===== src/rtl/zw_pkg.sv =====
package zw_pkg;
    localparam int MEM_W  = 32;
    localparam int HOST_W = 16;

    typedef enum logic [2:0] {
        ST_IDLE  = 3'd0,
        ST_FREQ  = 3'd1,
        ST_FWAIT = 3'd2,
        ST_SREQ  = 3'd3,
        ST_SWAIT = 3'd4
    } zw_state_t;
endpackage


===== src/rtl/zw_tag.sv =====
module zw_tag #(
    parameter int WORD_W = 6
) (
    input  logic                     clk,
    input  logic                     rst_n,
    input  logic                     load,
    input  logic [WORD_W-1:0]        load_word,
    input  logic [zw_pkg::MEM_W-1:0] load_data,
    input  logic [WORD_W-1:0]        query_word,
    output logic [zw_pkg::MEM_W-1:0] data,
    output logic                     hit
);
    logic              valid_q;
    logic [WORD_W-1:0] tag_q;

    always_ff @(posedge clk or negedge rst_n) begin
        if (!rst_n) begin
            valid_q <= 1'b0;
            tag_q   <= '0;
            data    <= '0;
        end else if (load) begin
            valid_q <= 1'b1;
            tag_q   <= load_word;
            data    <= load_data;
        end
    end

    assign hit = valid_q && (tag_q == query_word);
endmodule


===== src/rtl/zw_slice.sv =====
module zw_slice (
    input  logic [zw_pkg::MEM_W-1:0]  word,
    input  logic [1:0]                sel,
    input  logic                      bus16,
    output logic [zw_pkg::HOST_W-1:0] out
);
    always_comb begin
        if (bus16) begin
            out = sel[1] ? word[31:16] : word[15:0];
        end else begin
            unique case (sel)
                2'd0: out = {8'h00, word[7:0]};
                2'd1: out = {8'h00, word[15:8]};
                2'd2: out = {8'h00, word[23:16]};
                2'd3: out = {8'h00, word[31:24]};
            endcase
        end
    end
endmodule


===== src/rtl/zw_ctrl.sv =====
module zw_ctrl
    import zw_pkg::*;
(
    input  logic      clk,
    input  logic      rst_n,
    input  logic      accept,
    input  logic      zw_mode,
    input  logic      hit,
    output zw_state_t state,
    output logic      mem_req,
    output logic      capture,
    output logic      deliver,
    output logic      ready
);
    zw_state_t nxt;

    always_comb begin
        nxt = state;
        unique case (state)
            ST_IDLE: begin
                if (accept) begin
                    if (!zw_mode)  nxt = ST_SREQ;
                    else if (!hit) nxt = ST_FREQ;
                end
            end
            ST_FREQ:  nxt = ST_FWAIT;
            ST_FWAIT: nxt = ST_IDLE;
            ST_SREQ:  nxt = ST_SWAIT;
            ST_SWAIT: nxt = ST_IDLE;
            default:  nxt = ST_IDLE;
        endcase
    end

    always_ff @(posedge clk or negedge rst_n) begin
        if (!rst_n) state <= ST_IDLE;
        else        state <= nxt;
    end

    always_comb begin
        mem_req = 1'b0;
        capture = 1'b0;
        deliver = 1'b0;
        ready   = 1'b1;
        unique case (state)
            ST_IDLE:  ;
            ST_FREQ:  mem_req = 1'b1;
            ST_FWAIT: capture = 1'b1;
            ST_SREQ: begin
                mem_req = 1'b1;
                ready   = 1'b0;
            end
            ST_SWAIT: begin
                capture = 1'b1;
                deliver = 1'b1;
                ready   = 1'b0;
            end
            default:  ;
        endcase
    end
endmodule


===== src/rtl/zw_host_bridge.sv =====
module zw_host_bridge
    import zw_pkg::*;
#(
    parameter int ADDR_W = 8,
    localparam int WORD_W = ADDR_W - 2
) (
    input  logic              clk,
    input  logic              rst_n,
    input  logic              bus16,
    input  logic              zw_mode,
    input  logic              host_rd,
    input  logic [ADDR_W-1:0] host_addr,
    output logic [HOST_W-1:0] host_rdata,
    output logic              host_ready,
    output logic              mem_req,
    output logic [WORD_W-1:0] mem_addr,
    input  logic [MEM_W-1:0]  mem_rdata
);
    zw_state_t         state;
    logic              hit, accept, capture, deliver;
    logic [ADDR_W-1:0] req_addr_q;
    logic [MEM_W-1:0]  latch_data;
    logic [HOST_W-1:0] hit_slice, mem_slice;

    assign accept = host_rd && (state == ST_IDLE);

    zw_ctrl u_ctrl (
        .clk     (clk),
        .rst_n   (rst_n),
        .accept  (accept),
        .zw_mode (zw_mode),
        .hit     (hit),
        .state   (state),
        .mem_req (mem_req),
        .capture (capture),
        .deliver (deliver),
        .ready   (host_ready)
    );

    zw_tag #(.WORD_W(WORD_W)) u_tag (
        .clk        (clk),
        .rst_n      (rst_n),
        .load       (capture),
        .load_word  (req_addr_q[ADDR_W-1:2]),
        .load_data  (mem_rdata),
        .query_word (host_addr[ADDR_W-1:2]),
        .data       (latch_data),
        .hit        (hit)
    );

    zw_slice u_hit_slice (
        .word  (latch_data),
        .sel   (host_addr[1:0]),
        .bus16 (bus16),
        .out   (hit_slice)
    );

    zw_slice u_mem_slice (
        .word  (mem_rdata),
        .sel   (req_addr_q[1:0]),
        .bus16 (bus16),
        .out   (mem_slice)
    );

    always_ff @(posedge clk or negedge rst_n) begin
        if (!rst_n) begin
            req_addr_q <= '0;
        end else if (accept && !(zw_mode && hit)) begin
            req_addr_q <= host_addr;
        end
    end

    assign mem_addr = req_addr_q[ADDR_W-1:2];

    always_ff @(posedge clk or negedge rst_n) begin
        if (!rst_n) begin
            host_rdata <= '0;
        end else if (accept && zw_mode) begin
            host_rdata <= hit ? hit_slice : '0;
        end else if (deliver) begin
            host_rdata <= mem_slice;
        end
    end
endmodule


===== config.mk =====
export PLATFORM = sky130hd
export DESIGN_NAME = zw_host_bridge
export DESIGN_NICKNAME = d
export VERILOG_FILES = /design/src/rtl/zw_pkg.sv /design/src/rtl/zw_tag.sv /design/src/rtl/zw_slice.sv /design/src/rtl/zw_ctrl.sv /design/src/rtl/zw_host_bridge.sv
export SDC_FILE = /design/constraint.sdc
export NUM_CORES = 1
export LEC_CHECK = 0
export ABC_AREA = 1
export CORE_MARGIN = 2
export CORE_UTILIZATION = 40
export CTS_CLUSTER_DIAMETER = 60
export DETAILED_ROUTE_END_ITERATION = 10
export GPL_ROUTABILITY_DRIVEN = 1
export PLACE_DENSITY = 0.66
export SETUP_SLACK_MARGIN = 0.05
export SYNTH_ARGS = -nofsm -noshare
export SYNTH_HDL_FRONTEND = slang
export SYNTH_SLANG_ARGS = --single-unit

===== constraint.sdc =====
create_clock -name clk -period 1.28 [get_ports clk]
set_clock_uncertainty 0.1 [all_clocks]
set_input_delay 0.192 -clock clk [delete_from_list [all_inputs] [get_ports clk]]
set_output_delay 0.192 -clock clk [all_outputs]
set_load 0.02 [all_outputs]

# After elaboration in Yosys (flattened, before gate mapping)
# Cells that the tools add are included.
# word_totals
input_bits	45
wordCells	50
ramBits	0
mem_count	0
rom_bits	0
latch_bits	0
regBits	66
out_inout_bits	24
# classes
mul	0
n_div	0
n_reduce_logical	14
n_shift	0
n_addsub	0
order_cmp	0
mux	17
bitwise	0
n_eq_ne	13
# ops
cell	n
case mux 16 bit (4 select lines)	2
two-way mux 16 bit	7
two-way mux 3 bit	3
case mux 3 bit (3 select lines)	1
== test 2 bit (second input constant)	4
== test 3 x 2 -> 1 bit (second input constant)	2
== test 6 bit	1
OR reduction 2 bit	3
logical AND 1 bit	5
== test 2 x 1 -> 1 bit (second input constant)	2
logical NOT 2 bit	2
two-way mux 1 bit	4
== test 3 x 1 -> 1 bit (second input constant)	1
== test 3 bit (second input constant)	1
logical NOT 3 bit	1
!= test 3 bit (second input constant)	1
!= test 2 bit (second input constant)	1
AND reduction 2 bit	1
nonzero test 2 bit	1
logical NOT 1 bit	1

# Logic depth before layout (Yosys ltp)
# Gate-level depths: netlist (run 1).
# depth
ltp_word	6
depth_mapped	11
mapped_depth_nobuf	10

# By module
# A second synthesis (run 1) with hierarchy kept.
# unflattened
cells_unflattened	569
hier_area_um2	4055.1
# by_module_without_submodules
module	cells_each	seq_area_each_um2	area_each_um2	n_inst
zw_tag	192	975.9	1652.8	1
zw_host_bridge	185	600.6	1452.6	1
zw_slice	85	0.0	391.6	2
zw_ctrl	22	75.1	166.4	1

# Worst setup path after synthesis (run 1)
# No wires, ideal clock.
# synth_path
kind	reg-to-reg
from	register u_ctrl.state[1]
to	register host_rdata[6]
required_time_ns	1.064
path_stages_with_launch	10
n_path_buf	1
period_less_slack_ns	1.406
path_slack_ns	-0.126
setup_ns	0.116
t_arrival_ns	1.189
cell_sequence	dfrtp_1 nor2_4 nand2_4 nor2_8 inv_2 buf_2 nand2_1 nand2_1 nand2_1 nand2_1
# synth_between
elab_chain_len	4
word_cells_on_any_way	7
cone_classes	1 x eq/ne; 2 x mux; 4 x reduce/logical
# synth_lines
element	line	rtl
start, declared	zw_ctrl.sv:9	output zw_state_t state,
start signal, assigned	zw_ctrl.sv:36	else state <= nxt;
logical NOT 3 bit	zw_host_bridge.sv:25	assign accept = host_rd && (state == ST_IDLE);
logical AND 1 bit	zw_host_bridge.sv:25	
logical AND 1 bit	zw_host_bridge.sv:78	end else if (accept && zw_mode) begin
two-way mux 16 bit or nonzero test 2 bit (tied branches)	-	
end signal, assigned	zw_host_bridge.sv:79	host_rdata <= hit ? hit_slice : '0;
end signal, assigned	zw_host_bridge.sv:81	host_rdata <= mem_slice;
end, declared	zw_host_bridge.sv:13	output logic [HOST_W-1:0] host_rdata,
# Several ways; a longest one is shown, not always the timed one.
# A chain may end at the register's enable or synchronous reset.

# Final worst setup path (run 1)
# layout_path
from	register u_ctrl.state[1]
to	output port host_ready
# layout_between
elab_chain_len	3
word_cells_on_any_way	4
cone_classes	2 x eq/ne; 1 x mux; 1 x reduce/logical
# layout_lines
element	line	rtl
== test 3 x 2 -> 1 bit or == test 3 bit (tied branches)	zw_ctrl.sv:44	unique case (state)
OR reduction 2 bit (no source line) *	-	
two-way mux 1 bit *	zw_ctrl.sv:44	
end, declared	zw_host_bridge.sv:14	output logic host_ready,
# Every way passes the cells marked *; elsewhere a longest branch is shown, timed or not.

==> flow_metrics.tcl, run 1 <==
set metrics [dict create \
    postRouteAntennaNets 0 \
    synth-seq-cells 66 \
    syn_area_per_cell_um2 6.890 \
    numCtsBuffers 9 \
    ff_latch_area_um2 1652 \
    path_class "flip-flop to primary output" \
    tightest_slew_ns 0.3210 \
    viasPerCell 4.981 \
    antenna_found_initial 0 \
    setup_viol 67 \
    status "finished with violations" \
    slew_headroom_pct 78.41 \
    dp.cells 796 \
    synthToLayoutAreaGrowth_pct 43.73 \
    synthTopCellsByCount "nand2_1 (215), dfrtp_1 (66), inv_1 (54), nand3_1 (52), o21ai_0 (43)" \
    drive_above_1_share_pct 24.10 \
    critPathLaunchType "flip-flop" \
    rrSetupSlack_ns -0.29 \
    grt_max_degree 39 \
    power.density_nw_per_um2 2165 \
    clock-root-buffer "clkbuf_8" \
    yosys.area.top_type "dfrtp_1" \
    dominantRegCellSynth "dfrtp_1" \
    fp.dieW_um 102.7 \
    drt_wl_total_mm 12.37 \
    diodes 0 \
    die_h_um 102.7 \
    place_area_um2 5129 \
    slew_viol_final 0 \
    rr_worst_depth 10 \
    crit_fanout 3 \
    drtPass1Iterations 4 \
    period_share_pct 122.8 \
    vdd_drop_max_mv 1.102 \
    failed_checks "setup timing" \
    r2r-end "host_rdata[14]$_DFFE_PN0P_" \
    timing.rr.start "u_ctrl.state[1]$_DFFE_PN0P_" \
    final_net_count 737 \
    ys_top_cells_by_area "dfrtp_1 (42%), nand2_1 (21%), nand3_1 (6.7%)" \
    cts_buffer_depth 2 \
    final_cells 830 \
    num_rows 36 \
    ys_warn_count 0 \
    routedWlPerCell_um 14.90 \
    cts_tree "built" \
    design_area_um2 5605 \
    synth_top_area_share_pct 42.35 \
    setup_slack_ns -0.2919 \
    total_power_mw 12.13 \
    grt_overflow 0 \
    grt_use_total_pct 24.71 \
    synth_cell_types 29 \
    yosysMostFrequentCell "nand2_1" \
    hold_viol_final 0 \
    grt_pass1_wl_mm 19.69 \
    routabilityCongestion 0.8162 \
    top_level_ports 69 \
    hp-class "input port to asynchronous set/reset pin" \
    rsz0062_at_grt "true" \
    drt_iter0_markers 191 \
    vias 4134 \
    htree_levels 3 \
    post_synth_inst_count 566 \
    grt_pass1_vias 4081 \
    syn_nets 611 \
    leakage_nw 2.826 \
    end_kind "primary output" \
    clkLatencyLatePin_ns 0.36 \
    place_ws_ns -0.5947 \
    fmax_mhz 636.2 \
    die_area_um2 10560 \
    critPathRequiredTime_ns 0.99 \
    synth_edf_count 0 \
    period_needed_ns 1.572 \
    multi_input_area_um2 2007 \
    nFillCells 972 \
    drc_errors 0 \
    cts_sinks 66 \
    clk_pin_slew_ns 0.07 \
    start_util_pct 40.46 \
    core_area_um2 9639 \
    syn_area_um2 3900 \
    async_reset_ff_share_pct 100.0 \
    ys_seq_area_share_pct 42.35 \
    io_buffer_count 68 \
    drv_cap 0 \
    critical_path_arrival_ns 1.28 \
    hpwl_mm 8.412 \
]
-- where the power goes --
part           internal (mW)  switching, mW
logic                   3.03           3.70
registers               3.06          0.615
clock network          0.855          0.884
total                   6.94           5.20
-- flip-flops by register name, indices dropped and copies added (netlist names) --
register / count
req_addr_q: 8
u_tag.data: 32
u_tag.tag_q: 6
u_tag.valid_q: 1
host_rdata: 16
u_ctrl.state: 3
-- critical path, stage by stage (launching register included) --
cell and delay, ns:
dfrtp_1 0.43, nor2_4 0.13, nand2_1 0.08, inv_1 0.08, nor2_1 0.05, buf_4 0.15
-- layer usage --
layer	routed length, µm	vias to the layer above	global-route usage (%)
met5	0	-	0
met4	486	0	13.56
met3	629	35	3.390
met2	6041	120	41.93
met1	5213	1941	30.44
li1	-	2038	-
-- final cells by class --
cell class | count | area share (%)
clock inverters | 4 | 0.4464
well taps | 133 | 2.969
clock buffers | 12 | 2.946
inverters | 60 | 4.241
multi-input cells | 413 | 35.80
flip-flops and latches | 66 | 29.46
repair buffers | 142 | 24.13
-- how the worst max path moves through the flow --
stage                                            from                          to  slack (ns)  cells past startpoint
after floorplan           u_ctrl.state[0]$_DFFE_PN0P_   host_rdata[7]$_DFFE_PN0P_       -0.12                     10
after global placement                   host_addr[2]  host_rdata[15]$_DFFE_PN0P_       -0.57                     12
after detailed placement                 host_addr[1]   host_rdata[6]$_DFFE_PN0P_       -0.59                     10
after CTS                 u_ctrl.state[1]$_DFFE_PN0P_                  host_ready       -0.29                      5
after global routing      u_ctrl.state[1]$_DFFE_PN0P_   host_rdata[3]$_DFFE_PN0P_       -0.40                      9
final                     u_ctrl.state[1]$_DFFE_PN0P_                  host_ready       -0.29                      5
-- layout by cell type, fill, tap and decap left out, types with 7 or more instances in the layout --
cell             count
a21oi_1             15
nand2_1            213
clkdlybuf4s50_1     43
a21oi_2              7
o21ai_0             39
nand3_1             46
buf_4               62
buf_2               12
o21ai_1             18
buf_12               8
dfrtp_1             66
nor2_1              25
inv_1               51
buf_6               13
clkbuf_8            12
-- repair_timing --
action                     CTS  global route
setup endpoints to repair   88            82
hold buffers                 1             0
hold endpoints to repair    66             0
gates cloned                 3             1
resized for setup          127            27
buffers inserted             7             6
pin swaps                   15             7
-- stage by stage --
stage,setup TNS (ns),hold WS (ns),util [%]
3_3_place_gp,-19.11,0.1051,53.21
5_1_grt,-20.70,0.2950,58.15
2_1_floorplan,-2.109,-0.2036,-
4_1_cts,-13.60,0.2538,56.71
6_report,-15.78,0.2614,58.15
3_5_place_dp,-20.22,0.1057,53.21
-- logic make-up (layout without fill, tap and decap cells) --
| group | after synthesis | after routing | synth area share (%) |
|---|---|---|---|
| XOR/XNOR | 1 | 1 | 0.2246 |
| AO/OA/AOI/OAI | 87 | 87 | 11.55 |
| AND/OR/NAND/NOR | 323 | 325 | 35.58 |
| flip-flops | 66 | 66 | 42.35 |
| buffers and inverters | 89 | 218 | 10.30 |
No activity file was read; power rests on OpenSTA's default activity.
==> inputs of run 2 (changes only) <==
--- a/config.mk
+++ b/config.mk
@@ -11,6 +11,7 @@
 export CTS_CLUSTER_DIAMETER = 60
 export DETAILED_ROUTE_END_ITERATION = 10
 export GPL_ROUTABILITY_DRIVEN = 1
+export MAX_ROUTING_LAYER = met4
 export PLACE_DENSITY = 0.66
 export SETUP_SLACK_MARGIN = 0.05
 export SYNTH_ARGS = -nofsm -noshare
==> flow_metrics.tcl, run 2 (synthesis results as in run 1) <==
set metrics [dict create \
    status "finished with violations" \
    failed_checks "setup timing" \
    drc_errors 0 \
    fmax_mhz 614.7 \
    final_common_cell "nand2_1" \
    vdd_drop_max_mv 1.146 \
    hold_viol_final 0 \
    final_cell_mix "nand2_1 (199), dfrtp_1 (64), buf_4 (62)" \
    setup_slack_ns -0.3468 \
    final_net_count 741 \
    drtPass1Iterations 5 \
    period_share_pct 127.1 \
    utilization_pct 58.92 \
    slew_headroom_pct 75.09 \
    cts_buffer_depth 2 \
    num_rows 36 \
    hpwl_mm 8.451 \
    internal_power_mw 7.147 \
    io_buffer_count 68 \
    antenna_found_initial 0 \
    clkLatencyLatePin_ns 0.37 \
    setup_viol 67 \
    slew_viol_final 0 \
    critPathRequiredTime_ns 1.48 \
    nFillCells 934 \
    synthToLayoutAreaGrowth_pct 45.62 \
    power.density_nw_per_um2 2209 \
    viasPerCell 5.031 \
    share_seq_of_total_power_pct 29.4 \
    grt_pass1_wl_mm 20.02 \
    diodes 0 \
    grt_max_degree 67 \
    crit_fanout 7 \
    core_area_um2 9639 \
    tightest_slew_ns 0.3737 \
    fp.dieW_um 102.7 \
    final_cells 834 \
    numCtsBuffers 9 \
    critPathLaunchType "flip-flop" \
    grt_use_total_pct 25.88 \
    postRouteAntennaNets 0 \
    end_kind "flip-flop" \
    grt_pass1_vias 4104 \
    drt_iter0_markers 285 \
    clock-root-buffer "clkbuf_8" \
    die_area_um2 10560 \
    clk_pin_slew_ns 0.08 \
    drv_cap 0 \
    drive_above_1_share_pct 26.39 \
    period_needed_ns 1.627 \
    cts_tree "built" \
    combPwrFrac_pct 54.2 \
    path_class "flip-flop to flip-flop" \
    start_util_pct 40.46 \
    grt_overflow 0 \
    routedWlPerCell_um 15.18 \
    top_level_ports 69 \
    routabilityCongestion 0.8479 \
    rsz0062_at_grt "true" \
    die_h_um 102.7 \
    pwr-share-clk_pct 16.4 \
    switching_power_mw 5.396 \
    swShare_pct 43.02 \
    largest-register "u_tag.data" \
    vias 4196 \
    cts_sinks 66 \
    finalSetupTns_ns -14.40 \
    critical_path_arrival_ns 1.83 \
    htree_levels 3 \
    largest_reg_flops 32 \
    place_ws_ns -0.5906 \
    leakage_nw 2.858 \
    drt_wl_total_mm 12.66 \
    dp.cells 795 \
    reg_top3 "u_tag.data (32), host_rdata (16), req_addr_q (8)" \
    hp-class "input port to asynchronous set/reset pin" \
]
run 2: cell types whose count changed in the layout (fill, tap and decap cells not counted), moves of 3 or more:
cell and delta:
a21oi_2 -3, nand3_2 -4, inv_1 -4, nand2_1 -14
nand3_1 +4, a21oi_1 +3, nand2_2 +12, buf_6 -4
inv_2 +4, buf_2 +6
run 2: cell type report:
| class | instances | area (µm²) | area share [%] |
|---|---|---|---|
| multi-input cells | 414 | 2059 | 36.26 |
| flip-flops and latches | 66 | 1654 | 29.13 |
| inverters | 60 | 242.7 | 4.274 |
| well taps | 133 | 166.4 | 2.930 |
| repair buffers | 144 | 1325 | 23.33 |
| clock inverters | 4 | 75.07 | 1.322 |
| clock buffers | 12 | 145.1 | 2.556 |
| repair inverters | 1 | 11.26 | 0.1983 |
run 2: power groups by stage:
stage          Combinational (mW)  Sequential (mW)  Clock (mW)
2_1_floorplan                3.47             3.83           0
3_3_place_gp                 5.77             3.66           0
3_5_place_dp                 5.91             3.69           0
4_1_cts                      6.24             3.66        2.08
5_1_grt                      7.50             3.82        2.17
6_report                     6.80             3.69        2.06
run 2: worst max-delay path, stage by stage, from the launching register on:
cell and delay, ns:
dfrtp_1 0.38, inv_2 0.06, nand2_2 0.06, nand2_1 0.06, nor2_2 0.12, nand2_2 0.07, nor2_4 0.25, clkbuf_16 0.23
nand2_1 0.05, nand2_1 0.07, nand2_1 0.06, nand2_1 0.05
run 2: worst paths after layout:
path | slack [ns] | endpoint | startpoint | cells past startpoint
worst max-delay path | -0.35 | host_rdata[6]$_DFFE_PN0P_ | u_tag.tag_q[0]$_DFFE_PN0P_ | 11
worst max register to register | -0.35 | host_rdata[6]$_DFFE_PN0P_ | u_tag.tag_q[0]$_DFFE_PN0P_ | 11
max in group asynchronous | 0.46 | u_ctrl.state[0]$_DFFE_PN0P_ | rst_n | 3
min in group clk | 0.31 | u_tag.data[2]$_DFFE_PN0P_ | mem_rdata[2] | 3
worst min-delay path | 0.29 | u_tag.data[21]$_DFFE_PN0P_ | rst_n | 3
worst min register to register | 0.38 | host_rdata[10]$_DFFE_PN0P_ | host_rdata[10]$_DFFE_PN0P_ | 2
run 2: what timing repair did:
| action | 4_1_cts | 5_1_grt |
|---|---|---|
| gates resized for setup | 119 | 50 |
| endpoints found under the setup margin | 88 | 74 |
| setup buffers | 5 | 11 |
| hold buffers | 1 | 0 |
| gates cloned | 4 | 2 |
| pin swaps | 8 | 17 |
| hold endpoints to repair | 66 | 0 |
run 2: metal layers:
layer,vias to the layer above,share of wire [%],GRT usage [%]
met5,-,0,-
li1,2054,-,-
met3,22,5.6,4.068
met2,138,49,43.94
met4,0,2.4,8.300
met1,1982,43,31.72
run 2: through the flow:
step | cell area [µm²] | hold slack, ns | power (mW)
3_3_place_gp | 5109 | 0.1430 | 9.430
3_5_place_dp | 5109 | 0.1456 | 9.604
4_1_cts | 5405 | 0.2990 | 11.99
6_report | 5679 | 0.2879 | 12.54
5_1_grt | 5679 | 0.3139 | 13.48
2_1_floorplan | 3975 | -0.2036 | 7.300
==> inputs of run 3 (changes only) <==
--- a/config.mk
+++ b/config.mk
@@ -5,7 +5,6 @@
 export SDC_FILE = /design/constraint.sdc
 export NUM_CORES = 1
 export LEC_CHECK = 0
-export ABC_AREA = 1
 export CORE_MARGIN = 2
 export CORE_UTILIZATION = 40
 export CTS_CLUSTER_DIAMETER = 60
==> flow_metrics.tcl, run 3 <==
set metrics [dict create \
    design_area_um2 5738 \
    multi_input_area_um2 2156 \
    utilization_pct 62.69 \
    viasPerCell 5.390 \
    nFillCells 743 \
    die_h_um 100.5 \
    die_area_um2 10100 \
    tightest_slew_ns 0.3880 \
    dp.cells 531 \
    grt_max_degree 67 \
    clk_pin_slew_ns 0.08 \
    vdd_drop_max_mv 1.323 \
    rr_worst_depth 5 \
    async_reset_ff_share_pct 100.0 \
    period_share_pct 138.0 \
    reg_top3 "u_tag.data (32), host_rdata (16), req_addr_q (8)" \
    post_synth_inst_count 306 \
    syn_nets 351 \
    status "finished with violations" \
    setup_viol 66 \
    drt_iter0_markers 154 \
    synthToLayoutAreaGrowth_pct 54.05 \
    ys_top_cells_by_area "dfrtp_1 (44%), mux2_2 (17%), mux2_4 (4.8%)" \
    drv_cap 0 \
    power.density_nw_per_um2 2551 \
    postRouteAntennaNets 0 \
    ys_warn_count 0 \
    crit_fanout 5 \
    start_util_pct 40.70 \
    fmax_mhz 566.1 \
    syn_area_um2 3725 \
    synthTopCellsByCount "dfrtp_1 (66), mux2_2 (57), nand2_1 (14), mux2_4 (12)" \
    yosysMostFrequentCell "dfrtp_1" \
    timing.hold.ws_ns 0.2721 \
    final_common_cell "buf_4" \
    setup_slack_ns -0.4865 \
    htree_levels 3 \
    critPathRequiredTime_ns 1.41 \
    dominantRegCellSynth "dfrtp_1" \
    numCtsBuffers 9 \
    ff_latch_area_um2 1654 \
    drt_wl_total_mm 10.53 \
    largest_reg_flops 32 \
    slew_headroom_pct 73.81 \
    hpwl_mm 6.722 \
    grt_pass1_wl_mm 17.01 \
    cts_buffer_depth 2 \
    final_net_count 495 \
    path_class "flip-flop to flip-flop" \
    place_ws_ns -0.8166 \
    critical_path_arrival_ns 1.90 \
    place_area_um2 5197 \
    num_rows 35 \
    routedWlPerCell_um 18.61 \
    synth-seq-cells 66 \
    drive_above_1_share_pct 53.19 \
    failed_checks "setup timing" \
    top_level_ports 69 \
    period_needed_ns 1.767 \
    final_cells 566 \
    antenna_found_initial 0 \
    hold_viol_final 0 \
    final_cell_mix "buf_4 (71), dfrtp_1 (64), mux2_4 (51)" \
    clkLatencyLatePin_ns 0.35 \
    grt_pass1_vias 3236 \
    routabilityCongestion 0.8595 \
    critPathLaunchType "flip-flop" \
    core_area_um2 9153 \
    ys_seq_area_share_pct 44.34 \
    cts_sinks 66 \
    cts_tree "built" \
    largest-register "u_tag.data" \
    finalSetupTns_ns -25.90 \
    yosys.area.top_type "dfrtp_1" \
    syn_area_per_cell_um2 12.17 \
    drtPass1Iterations 4 \
    grt_use_total_pct 22.67 \
    vias 3051 \
    slew_viol_final 0 \
    drc_errors 0 \
    synth_edf_count 0 \
    synth_cell_types 47 \
    end_kind "flip-flop" \
    diodes 0 \
    fp.dieW_um 100.5 \
    grt_overflow 0 \
    io_buffer_count 68 \
    total_power_mw 14.64 \
    rsz0062_at_grt "true" \
    leakage_nw 2.580 \
    hp-class "input port to asynchronous set/reset pin" \
    clock-root-buffer "clkbuf_8" \
    synth_top_area_share_pct 44.34 \
]
-- run 3: path summary, 6_finish.rpt --
path | slack (ns) | from | end
setup / recovery | -0.49 | u_tag.tag_q[0]$_DFFE_PN0P_ | req_addr_q[6]$_DFFE_PN0P_
hold / removal | 0.27 | rst_n | u_tag.data[12]$_DFFE_PN0P_
setup reg to reg | -0.49 | u_tag.tag_q[0]$_DFFE_PN0P_ | req_addr_q[6]$_DFFE_PN0P_
hold reg to reg | 0.39 | u_tag.valid_q$_DFFE_PN0P_ | u_tag.valid_q$_DFFE_PN0P_
max in group asynchronous | 0.47 | rst_n | u_tag.data[27]$_DFFE_PN0P_
min in group clk | 0.38 | mem_rdata[25] | u_tag.data[25]$_DFFE_PN0P_
-- run 3: where the power goes --
part | internal [mW] | total (mW) | switching (mW)
logic | 5.38 | 8.77 | 3.39
clock network | 1.15 | 2.02 | 0.866
registers | 3.10 | 3.84 | 0.737
total | 9.64 | 14.6 | 5.00
-- run 3: per-layer routing --
| layer | vias up | global-route usage [%] | part of all wire (%) |
|---|---|---|---|
| met4 | 0 | 7.376 | 1.9 |
| met2 | 89 | 36.29 | 49 |
| met3 | 17 | 4.161 | 4.7 |
| li1 | 1411 | - | - |
| met1 | 1534 | 29.31 | 45 |
| met5 | - | - | 0 |
-- run 3: cell families after synthesis --
kind of cell           count (synthesis)  synth area share [%]
AO/OA/AOI/OAI                         56                 10.41
AND/OR/NAND/NOR                       60                 9.171
XOR/XNOR                               7                 1.646
flip-flops                            66                 44.34
buffers and inverters                 31                 5.744
multiplexers                          86                 28.69
-- run 3: area by class of cell --
type,instances,share of cell area [%]
inverters,1,0.06542
repair buffers,162,27.15
flip-flops and latches,66,28.83
multi-input cells,210,37.57
clock buffers,10,2.399
clock inverters,6,1.570
well taps,111,2.420
-- run 3: critical path: stages (launching register included) --
cell	delay, ns
dfrtp_1	0.41
xor2_2	0.17
nor4_4	0.26
buf_4	0.20
a31oi_4	0.16
mux2_4	0.34
-- run 3: what timing repair did --
action / CTS / global route
hold endpoints to repair: 66 / 0
gates cloned: 6 / 0
setup endpoints to repair: 88 / 72
resized for setup: 128 / 11
hold buffers: 1 / 0
setup buffers: 9 / 6
pin swaps: 7 / 1
